--- config.mk ---
export PLATFORM = sky130hd
export DESIGN_NAME = staged_output_port
export DESIGN_NICKNAME = d
export VERILOG_FILES = /design/src/rtl/sop_pkg.sv /design/src/rtl/sop_sync.sv /design/src/rtl/sop_edge.sv /design/src/rtl/sop_seq.sv /design/src/rtl/staged_output_port.sv
export SDC_FILE = /design/constraint.sdc
export NUM_CORES = 1
export LEC_CHECK = 0
export CORE_MARGIN = 2
export CORE_UTILIZATION = 55
export DETAILED_ROUTE_END_ITERATION = 12
export DONT_BUFFER_PORTS = 1
export PLACE_DENSITY = 0.66
export SLEW_MARGIN = 0
export SYNTH_ARGS = -nofsm -noshare
export SYNTH_HDL_FRONTEND = slang
export SYNTH_HIERARCHICAL = 1
export SYNTH_SLANG_ARGS = --single-unit
--- constraint.sdc ---
create_clock -name clk_i -period 4.2 [get_ports clk_i]
set_input_delay 1.26 -clock clk_i [delete_from_list [all_inputs] [get_ports clk_i]]
set_output_delay 1.26 -clock clk_i [all_outputs]
set_load 0.03 [all_outputs]
--- src/rtl/sop_pkg.sv ---
package sop_pkg;
  parameter int unsigned SOP_DATA_W      = 16;
  parameter int unsigned SOP_HOLD_CYC    = 2;
  parameter int unsigned SOP_SYNC_STAGES = 2;
endpackage

--- src/rtl/sop_sync.sv ---
module sop_sync #(
  parameter int unsigned WIDTH  = 2,
  parameter int unsigned STAGES = 2
) (
  input  logic             clk_i,
  input  logic             rst_ni,
  input  logic [WIDTH-1:0] d_i,
  output logic [WIDTH-1:0] q_o
);
  logic [STAGES-1:0][WIDTH-1:0] stg_q;

  for (genvar s = 0; s < STAGES; s++) begin : g_stg
    if (s == 0) begin : g_first
      always_ff @(posedge clk_i or negedge rst_ni)
        if (!rst_ni) stg_q[s] <= '0;
        else         stg_q[s] <= d_i;
    end else begin : g_next
      always_ff @(posedge clk_i or negedge rst_ni)
        if (!rst_ni) stg_q[s] <= '0;
        else         stg_q[s] <= stg_q[s-1];
    end
  end

  assign q_o = stg_q[STAGES-1];
endmodule

--- src/rtl/sop_edge.sv ---
module sop_edge (
  input  logic clk_i,
  input  logic rst_ni,
  input  logic lvl_i,
  input  logic rise_sel_i,
  output logic edge_o
);
  logic lvl_q;

  always_ff @(posedge clk_i or negedge rst_ni)
    if (!rst_ni) lvl_q <= 1'b0;
    else         lvl_q <= lvl_i;

  assign edge_o = rise_sel_i ? (lvl_i & ~lvl_q) : (~lvl_i & lvl_q);

  AST_EDGE_ONE_SHOT: assert property (@(posedge clk_i) disable iff (!rst_ni)
    edge_o && $stable(rise_sel_i) |=> !edge_o);
endmodule

--- src/rtl/sop_seq.sv ---
module sop_seq #(
  parameter int unsigned HOLD_CYC = 2
) (
  input  logic clk_i,
  input  logic rst_ni,
  input  logic auto_req_i,
  input  logic cmd_i,
  input  logic trig_i,
  output logic start_o,
  output logic busy_o,
  output logic done_o
);
  localparam int unsigned CW = $clog2(HOLD_CYC + 1);

  logic [CW-1:0] cnt_q;
  logic          pend_q;
  logic          done_q;

  assign busy_o  = (cnt_q != '0);
  // cmd and trigger are dropped while busy; auto requests wait in pend_q
  assign start_o = !busy_o && (pend_q || cmd_i || trig_i);

  always_ff @(posedge clk_i or negedge rst_ni)
    if (!rst_ni)          pend_q <= 1'b0;
    else if (auto_req_i)  pend_q <= 1'b1;
    else if (start_o)     pend_q <= 1'b0;

  always_ff @(posedge clk_i or negedge rst_ni)
    if (!rst_ni)           cnt_q <= '0;
    else if (start_o)      cnt_q <= CW'(HOLD_CYC);
    else if (busy_o)       cnt_q <= cnt_q - 1'b1;

  always_ff @(posedge clk_i or negedge rst_ni)
    if (!rst_ni) done_q <= 1'b0;
    else         done_q <= (cnt_q == CW'(1));

  assign done_o = done_q;

  // checker: length of the busy window
  logic [CW:0] run_q;
  always_ff @(posedge clk_i or negedge rst_ni)
    if (!rst_ni) run_q <= '0;
    else         run_q <= busy_o ? run_q + 1'b1 : '0;

  AST_BUSY_BOUND: assert property (@(posedge clk_i) disable iff (!rst_ni)
    busy_o |-> run_q < (CW+1)'(HOLD_CYC));
  AST_BUSY_FULL: assert property (@(posedge clk_i) disable iff (!rst_ni)
    $fell(busy_o) |-> run_q == (CW+1)'(HOLD_CYC));
  AST_DONE_AT_FALL: assert property (@(posedge clk_i) disable iff (!rst_ni)
    $fell(busy_o) |-> done_o);
  AST_DONE_SINGLE: assert property (@(posedge clk_i) disable iff (!rst_ni)
    done_o |=> !done_o);
endmodule

--- src/rtl/staged_output_port.sv ---
module staged_output_port
  import sop_pkg::*;
#(
  parameter int unsigned DATA_W      = SOP_DATA_W,
  parameter int unsigned HOLD_CYC    = SOP_HOLD_CYC,
  parameter int unsigned SYNC_STAGES = SOP_SYNC_STAGES
) (
  input  logic              clk_i,
  input  logic              rst_ni,
  input  logic              wr_en_i,
  input  logic              wr_defer_i,
  input  logic [DATA_W-1:0] wr_data_i,
  output logic [DATA_W-1:0] rd_data_o,
  input  logic              cycle_cmd_i,
  input  logic              sys_disable_i,
  input  logic              ext_enable_i,
  input  logic              ext_trig_i,
  input  logic              trig_pol_i,
  input  logic              idle_high_i,
  output logic [DATA_W-1:0] lines_o,
  output logic              busy_o,
  output logic              gate_o,
  output logic              cycle_done_o
);
  logic [1:0]        sync_q;
  logic              ext_en_s, trig_s, trig_edge;
  logic              start, busy;
  logic [DATA_W-1:0] rank1_q, rank2_q;
  logic              en_q;

  sop_sync #(.WIDTH(2), .STAGES(SYNC_STAGES)) u_sync (
    .clk_i (clk_i),
    .rst_ni(rst_ni),
    .d_i   ({ext_enable_i, ext_trig_i}),
    .q_o   (sync_q)
  );
  assign {ext_en_s, trig_s} = sync_q;

  sop_edge u_edge (
    .clk_i     (clk_i),
    .rst_ni    (rst_ni),
    .lvl_i     (trig_s),
    .rise_sel_i(trig_pol_i),
    .edge_o    (trig_edge)
  );

  sop_seq #(.HOLD_CYC(HOLD_CYC)) u_seq (
    .clk_i     (clk_i),
    .rst_ni    (rst_ni),
    .auto_req_i(wr_en_i && !wr_defer_i),
    .cmd_i     (cycle_cmd_i),
    .trig_i    (trig_edge),
    .start_o   (start),
    .busy_o    (busy),
    .done_o    (cycle_done_o)
  );

  always_ff @(posedge clk_i or negedge rst_ni)
    if (!rst_ni)      rank1_q <= '0;
    else if (wr_en_i) rank1_q <= wr_data_i;

  always_ff @(posedge clk_i or negedge rst_ni)
    if (!rst_ni)    rank2_q <= '0;
    else if (start) rank2_q <= rank1_q;

  // disable conditions win over a same-edge transfer
  always_ff @(posedge clk_i or negedge rst_ni)
    if (!rst_ni)                        en_q <= 1'b0;
    else if (sys_disable_i || !ext_en_s) en_q <= 1'b0;
    else if (start)                     en_q <= 1'b1;

  assign rd_data_o = rank1_q;
  assign lines_o   = en_q ? rank2_q : {DATA_W{idle_high_i}};
  assign busy_o    = busy;
  assign gate_o    = busy;

  AST_COPY_RANK: assert property (@(posedge clk_i) disable iff (!rst_ni)
    start |=> rank2_q == $past(rank1_q));
  AST_HOLD_WHEN_BUSY: assert property (@(posedge clk_i) disable iff (!rst_ni)
    busy_o |=> $stable(rank2_q));
  AST_DISABLE_CLEARS: assert property (@(posedge clk_i) disable iff (!rst_ni)
    sys_disable_i |=> !en_q);
  AST_DISABLE_KEEPS_DATA: assert property (@(posedge clk_i) disable iff (!rst_ni)
    sys_disable_i && !wr_en_i |=> $stable(rank1_q));
  AST_EXT_LOW_CLEARS: assert property (@(posedge clk_i) disable iff (!rst_ni)
    !ext_en_s |=> !en_q);
endmodule

==> results.md, run 1 <==
Outcome:
- The flow ran to the end, and the final reports show no timing, DRC or antenna violations.

GRT:
- The global routing usage summed across all routing layers is 0.182.
- The initial antenna violation count is 0.
- The first global-routing pass estimated roughly 5.3 mm of wire.
- The leftover overflow at the end of global routing is 0.
- The largest net degree at the start of global routing is 43.
- The number of global-route vias before repair is about 1100.

Clocking:
- The later pin in the worst-skew pair is clocked with a latency of ~0.34 ns.
- No sink is reached through more buffers than the 2 on the longest clock path.
- The post-CTS setup-driven buffer insertion count is 0.
- Buffers inserted to repair hold after CTS numbered 0.
- The CTS tree is built.
- The cell sitting at the root of the clock tree is a clkbuf_4.
- The number of buffers created by CTS is 5.
- The maximum level of the CTS H-tree is 2.
- The clock net sink count is 42.
- The post-CTS clock slew at the launch and capture registers of the worst setup and hold paths is approximately 0.11 ns.
- Post-CTS repair changed the size of 0 cells.

Final layout:
- The number of inserted filler cells in the final layout is approximately 290.
- Compared with the post-synthesis result, the final layout area differs by 0.201%.
- The net count of the finished layout is between 150 and 200.
- In the final layout, the share of cells above drive strength 1 is 0.331.
- After the flow finishes, the layout carries non-filler instances totaling roughly 180.
- The repair_antennas step left the layout with diodes totalling 0.

Critical path:
- The arrival time reported for the critical path endpoint is 1.70 ns.
- The cell with the biggest individual delay on the critical path is dfrtp_1.
- The critical path goes through nand2b_4 > nand2_1.
- The worst setup path is launched from a register.
- STA puts the critical path data required time at approximately 2.9 ns.
- The setup path with the least slack is of type reg -> out.
- The count of buffer and inverter cells on the critical path is 0.
- The family with the most delay on the worst path is flip-flops.
- The worst setup path is captured at an output port.
- The worst stage delay on the critical path is between 0.7 and 0.8 ns.
- Along the worst path, the maximum fanout reaches 18.

Place:
- The routability-driven placement congestion ratio is just under 0.7.
- The placement-stage worst setup slack is about 1.3 ns.
- The number of placed instances, taps included, is roughly 170.
- Once detailed placement completed, the half-perimeter wirelength came to 2.08 mm.
- The count of buffers from port buffering is 0.

Routing:
- The first detailed-routing pass took 4 iterations.
- The top metal layer carrying routed signals is met4.
- In this run, the number of DRC markers left after iteration 0 of detailed routing was 55.
- Detailed routing placed a total of 268 um of wire on met3.
- The met1 wire length is 1.33 mm.
- Wire segments on met2 add up to around 1.4 mm in the final route.
- The mean number of vias per cell is between 5 and 6.
- Detailed routing inserted a total of 963 vias.
- In the routed design, unresolved DRC markers number 0.
- The wire length per cell is between 15 and 20 um.
- The residual antenna-violating net count after detailed routing is 0.
- Wires add up to ~3.1 mm.

Timing:
- After routing, the total negative slack on setup checks comes to 0 ns.
- After layout, the worst setup slack is approximately 1.2 ns.
- The highest achievable clock rate is 0.338 GHz.
- For the pin with the worst max-slew slack, the measured transition is approximately 0.6 ns.
- The number of max-slew violations in the final report is 0.
- The final critical-path required period is 2.96 ns.
- Setup repair after global routing left no endpoint under its margin.
- The final-layout worst hold slack is about 0.36 ns.
- The final count of negative-setup-slack endpoints is 0.
- The worst clock skew is approximately 0.0063 ns.
- The number of endpoints with negative hold slack in the final report is 0.
- The relative slew slack is 0.605.
- Of the available clock period, the critical path in the final layout requires 0.704.

Run:
- The count of maximum capacitance violations is 0.

Die:
- The horizontal die dimension is between 60 and 70 um.
- In this run the count of I/O pins placed on the die edge is 61.
- The number of cell rows is 21.
- The area of the placeable core is about 3300 sq um.
- The initial utilization of the core area, before any placement, comes to 0.567.
- The height of the die is about 62 um.
- The die outline area is 3870 sq um.

Yosys:
- Dividing the synthesized area by the synthesized cell count gives 13.8 sq um.
- The synthesized area is 1860 sq um.
- The net count after synthesis is around 160.
- Synthesis handed over a netlist of 135 instances.
- The number of flip-flops and latches in the synthesized netlist is 42.
- The share of synthesized area occupied by flip-flops and latches is 0.564.
- Yosys printed 6 warnings.
- Yosys mapped the design onto 21 distinct sky130hd cell types.

Power:
- The maximum resistive drop on vdd is 0.356 mV.
- In this run the power density over the cells is between 600 and 700 nW/um^2.
- The static leakage power is between 0.8 and 0.9 nW.

Worst hold path:
- The type of the tightest min-delay check is reg -> reg.
==> stage by stage <==
step / instance area, sq um / power (mW) / utilization
6_report: 1870 / 1.24 / 0.568
5_1_grt: 1870 / 1.33 / 0.568
4_1_cts: 1870 / 1.26 / 0.568
3_5_place_dp: 1810 / 1.05 / 0.550
3_3_place_gp: 1810 / 1.03 / 0.550
2_1_floorplan: 1860 / 1.03 / -
==> state kept, by name (all words and copies together) (netlist names) <==
name and cells:
rank2_q 16, u_sync/q_o 2, u_seq/done_o 1, u_seq/cnt_q 2, u_edge/lvl_q 1, rd_data_o 16
u_sync/stg_q 2, u_seq/pend_q 1, en_q 1
==> where the power goes <==
group | total, mW | internal [mW] | switching (mW)
Clock | 0.204 | 0.0813 | 0.122
Sequential | 0.642 | 0.523 | 0.118
Combinational | 0.397 | 0.195 | 0.202
==> synthesized netlist by cell type (all sizes together) <==
cell    count  area, sq um
or4b        1         13.8
ha          2         25.0
nor2b       1         6.26
o21ai       1         8.76
nor3        1         5.00
nand2b      2         20.0
dfrtp      42         1050
mux2       32          428
nand2      32          120
nor2        2         7.51
inv         3         11.3
nor3b       1         7.51
mux2i       2         20.0
nand3b      1         7.51
buf        11          124
a21o        1         7.51
==> routing by layer <==
| layer | global-route usage | vias up |
|---|---|---|
| met5 | 0 | - |
| met4 | 0.0861 | 0 |
| met3 | 0.0761 | 7 |
| met2 | 0.280 | 37 |
| met1 | 0.223 | 485 |
| li1 | - | 434 |
==> cells by family (layout without fill, tap and decap cells) <==
family | after synthesis | in the layout | share of synthesized area
compound gates | 2 | 2 | 0.00873
fa+ha+maj | 2 | 2 | 0.0134
buf+inv | 14 | 12 | 0.0725
flops | 42 | 42 | 0.564
mux | 34 | 34 | 0.240
simple gates | 41 | 41 | 0.101
==> final timing paths <==
path                                            start                      end  slack [ns]  cells past startpoint
max                                  en_q$_DFFE_PN0P_              lines_o[12]        1.24                      2
min                         u_sync/stg_q[1]$_DFF_PN0_  u_sync/q_o[1]$_DFF_PN0_        0.36                      0
max reg2reg                u_seq/cnt_q[0]$_DFFE_PN0P_  rank2_q[15]$_DFFE_PN0P_        2.27                      6
min reg2reg                 u_sync/stg_q[1]$_DFF_PN0_  u_sync/q_o[1]$_DFF_PN0_        0.36                      0
max in group asynchronous                      rst_ni   rank2_q[7]$_DFFE_PN0P_        3.52                      0
min in group asynchronous                      rst_ni   rank2_q[1]$_DFFE_PN0P_        0.59                      0
==> area by class of cell <==
| class | count | area, sq um | area share |
|---|---|---|---|
| clock buffers | 7 | 55.1 | 0.0295 |
| well taps | 46 | 57.6 | 0.0308 |
| multi-input cells | 79 | 679 | 0.364 |
| clock inverters | 1 | 5.00 | 0.00268 |
| inverters | 3 | 11.3 | 0.00603 |
| repair buffers | 1 | 7.51 | 0.00402 |
| flip-flops and latches | 42 | 1050 | 0.563 |
==> layout by cell type, fill, tap and decap left out <==
| cell type | synthesis | final |
|---|---|---|
| dfrtp_1 | 42 | 42 |
| nand2b_4 | 1 | 1 |
| mux2_2 | 14 | 14 |
| nor3_1 | 1 | 1 |
| o21ai_2 | 1 | 1 |
| ha_1 | 2 | 2 |
| clkinv_2 | 0 | 1 |
| mux2i_1 | 2 | 2 |
| nand3b_1 | 1 | 1 |
| nor3b_1 | 1 | 1 |
| nand2b_1 | 1 | 1 |
| inv_1 | 3 | 3 |
| clkbuf_1 | 0 | 1 |
| clkbuf_8 | 0 | 1 |
| nor2b_1 | 1 | 1 |
| nor2_2 | 0 | 1 |
| clkbuf_4 | 0 | 5 |
| nand2_1 | 32 | 32 |
| nor2_1 | 2 | 1 |
| or4b_4 | 1 | 1 |
| a21o_1 | 1 | 1 |
| buf_4 | 3 | 1 |
| mux2_4 | 18 | 18 |
(Power assumes the default switching activity.)
==> run 2: changes to the inputs <==
==> constraint.sdc (replaced) <==
create_clock -name clk_i -period 2.8 [get_ports clk_i]
set_input_delay 0.84 -clock clk_i [delete_from_list [all_inputs] [get_ports clk_i]]
set_output_delay 0.84 -clock clk_i [all_outputs]
set_load 0.03 [all_outputs]
==> results.md, run 2 (same netlist as run 1, synthesis figures left out) <==
Timing:
- Setup repair after global routing left no endpoint under its margin.
- The final critical-path required period is 2.30 ns.
- The number of endpoints with negative hold slack in the final report is 0.
- Summed over all failing endpoints, the final setup total negative slack is 0 ns.
- The highest achievable clock rate is about 0.43 GHz.
- The worst clock skew is approximately 0.008 ns.
- The number of max-slew violations in the final report is 0.
- Of the available clock period, the critical path in the final layout requires 0.821.
- The slew at the pin closest to its max-slew limit is ~0.57 ns.
- Once routing completed, OpenROAD measured the worst setup slack at around 0.5 ns.
- The relative slew slack is 0.619.
- Setup violations remaining at the end of the flow were counted as 0.

GRT:
- The first-pass GRT wire length is between 5 and 6 mm.
- Entering global routing, the biggest net connects 43 pins.
- The number of global-route vias before repair is 1079.
- For this run the aggregate overflow at the end of global routing stands at 0.
- In the global route stage, overall resource usage came out at 0.183.
- The initial antenna violation count is 0.

Place:
- Buffers placed on the I/O ports in this run total 0.
- The routability-driven placement congestion ratio is a little under 0.7.
- The HPWL after detailed placement is ~2.1 mm.
- The instance area after placement is 1810 sq um.
- The number of placed instances, taps included is 172.
- The placement-stage worst setup slack is 0.702 ns.

Final layout:
- The multi-input combinational cells in the finished layout cover a total of between 600 and 700 sq um.
- Once layout is done, the placed cells without fillers occupy 1870 sq um.
- The net count of the finished layout is around 160.
- The number of antenna diodes in the final layout is 0.
- The most frequent standard cell in the layout excluding fill and tap cells is dfrtp_1.
- Compared with the post-synthesis result, the final layout area differs by 0.605%.
- The area of all sequential standard cells is between 1000 and 1500 sq um.
- The filler cells instantiated in the layout total 293.
- The share of layout cells above drive strength 1 is 0.336.
- The core occupancy in the finished layout is 0.571.
- After the flow finishes, the layout carries non-filler instances totaling 180.
- The library cells used most frequently in the layout, excluding fill and tap cells, are 42 x dfrtp_1, 32 x nand2_1, 18 x mux2_4.

Clocking:
- The number of buffers created by CTS is 5.
- The H-tree was split into 2 levels.
- Once the clock tree was built, the resizer swapped 0 gates to a different size.
- For this design, the sink count on the clock tree is 42.
- The root cell of the clock tree is clkbuf_4.
- The CTS tree is built.
- The number of buffers on the longest clock path is 2.
- The clock latency on the worst-skew pair is about 0.34 ns.
- The post-CTS clock slew at the launch and capture registers of the worst setup and hold paths is between 0.1 and 0.15 ns.
- The post-CTS setup-driven buffer insertion count is 0.
- Hold repair after CTS inserted 0 buffers.

Critical path:
- Setup slack on the worst reg-to-reg path comes out at about 0.9 ns.
- The category of the critical setup timing path is reg -> out.
- The arrival time reported for the critical path endpoint is 1.46 ns.
- The reg-to-reg critical path startpoint is u_seq/cnt_q[0]$_DFFE_PN0P_.
- STA classifies the critical path startpoint as a register.
- The data required time of the worst path is a little under 2 ns.
- The largest fanout on the critical path is 4.
- The worst setup path startpoint is u_seq/cnt_q[0]$_DFFE_PN0P_.
- The category of the worst setup path capture point is an output port.

Routing:
- The DRC violation total after the first TritonRoute iteration is 38.
- For this run, the detailed router's first-pass iteration total came to 4.
- The final route contains between 900 and 1000 vias.
- Dividing the detail-routed wire length by the instance count gives around 17 um.
- In the routed design, unresolved DRC markers number 0.
- After detailed routing, the number of vias per cell comes to around 5.4.
- The final wirelength is a little over 3 mm.
- Once detail routing completed, the nets flagged for antenna violations numbered 0.

Die:
- The effective utilization at floorplan is 0.567.
- The number of cell rows is 21.
- The floorplan step set the die height to around 62 um.
- 61 I/O pins were placed.
- The horizontal die dimension is 62.2 um.
- The floorplan step defined a die boundary enclosing approximately 3900 sq um.
- The core region is approximately 3300 sq um.

Outcome:
- The run finished with clean final reports.

Power:
- For this design the static power due to leakage is 0.884 nW.
- IR analysis of the VDD net gives a maximum drop of between 0.4 and 0.5 mV.
- The power density relative to cell area is 992 nW/um^2.

Run:
- The count of maximum capacitance violations is 0.

Worst hold path:
- The type of the tightest min-delay check is in -> async.
-- run 2: changes by cell type in the layout (fill, tap and decap cells not counted), sizes merged --
cell | previous run | this run
buf | 1 | 2
-- run 2: report_power, final --
group | internal (mW) | switching (mW) | total, mW | leakage (nW)
registers | 0.786 | 0.172 | 0.957 | 0.495
clock network | 0.122 | 0.181 | 0.303 | 0.0353
logic | 0.294 | 0.304 | 0.599 | 0.353
total | 1.20 | 0.657 | 1.86 | 0.884
-- run 2: path summary, 6_finish.rpt --
kind,cells after the start,end
min,0,rd_data_o[5]$_DFFE_PN0P_
max reg2reg,6,rank2_q[2]$_DFFE_PN0P_
min reg2reg,0,u_sync/q_o[0]$_DFF_PN0_
max,3,gate_o
max in group asynchronous,0,rd_data_o[15]$_DFFE_PN0P_
min in group clk_i,0,u_sync/q_o[0]$_DFF_PN0_
-- run 2: per-layer routing --
layer  up-vias  GRT usage  wire length (um)
li1        436          -                 -
met2        36      0.285              1400
met5         -          0                 0
met3         6     0.0851               276
met4         0     0.0750                55
met1       487      0.221              1290
-- run 2: cell type report --
cell class,instances,area share
clock buffers,7,0.0294
clock inverters,1,0.00267
inverters,3,0.00601
multi-input cells,79,0.362
flip-flops and latches,42,0.561
well taps,46,0.0307
repair buffers,2,0.00801
-- run 2: metrics by stage --
step	hold WS (ns)	total power, mW
global placement	0.335	1.55
detailed placement	0.341	1.58
global route	0.134	1.99
floorplan	0.331	1.55
CTS	0.156	1.89
finish	0.175	1.86
-- run 2: critical path, cell delays in order, from the launching register on --
cell and delay [ns]:
dfrtp_1 0.41, inv_1 0.06, ha_1 0.22, inv_1 0.43
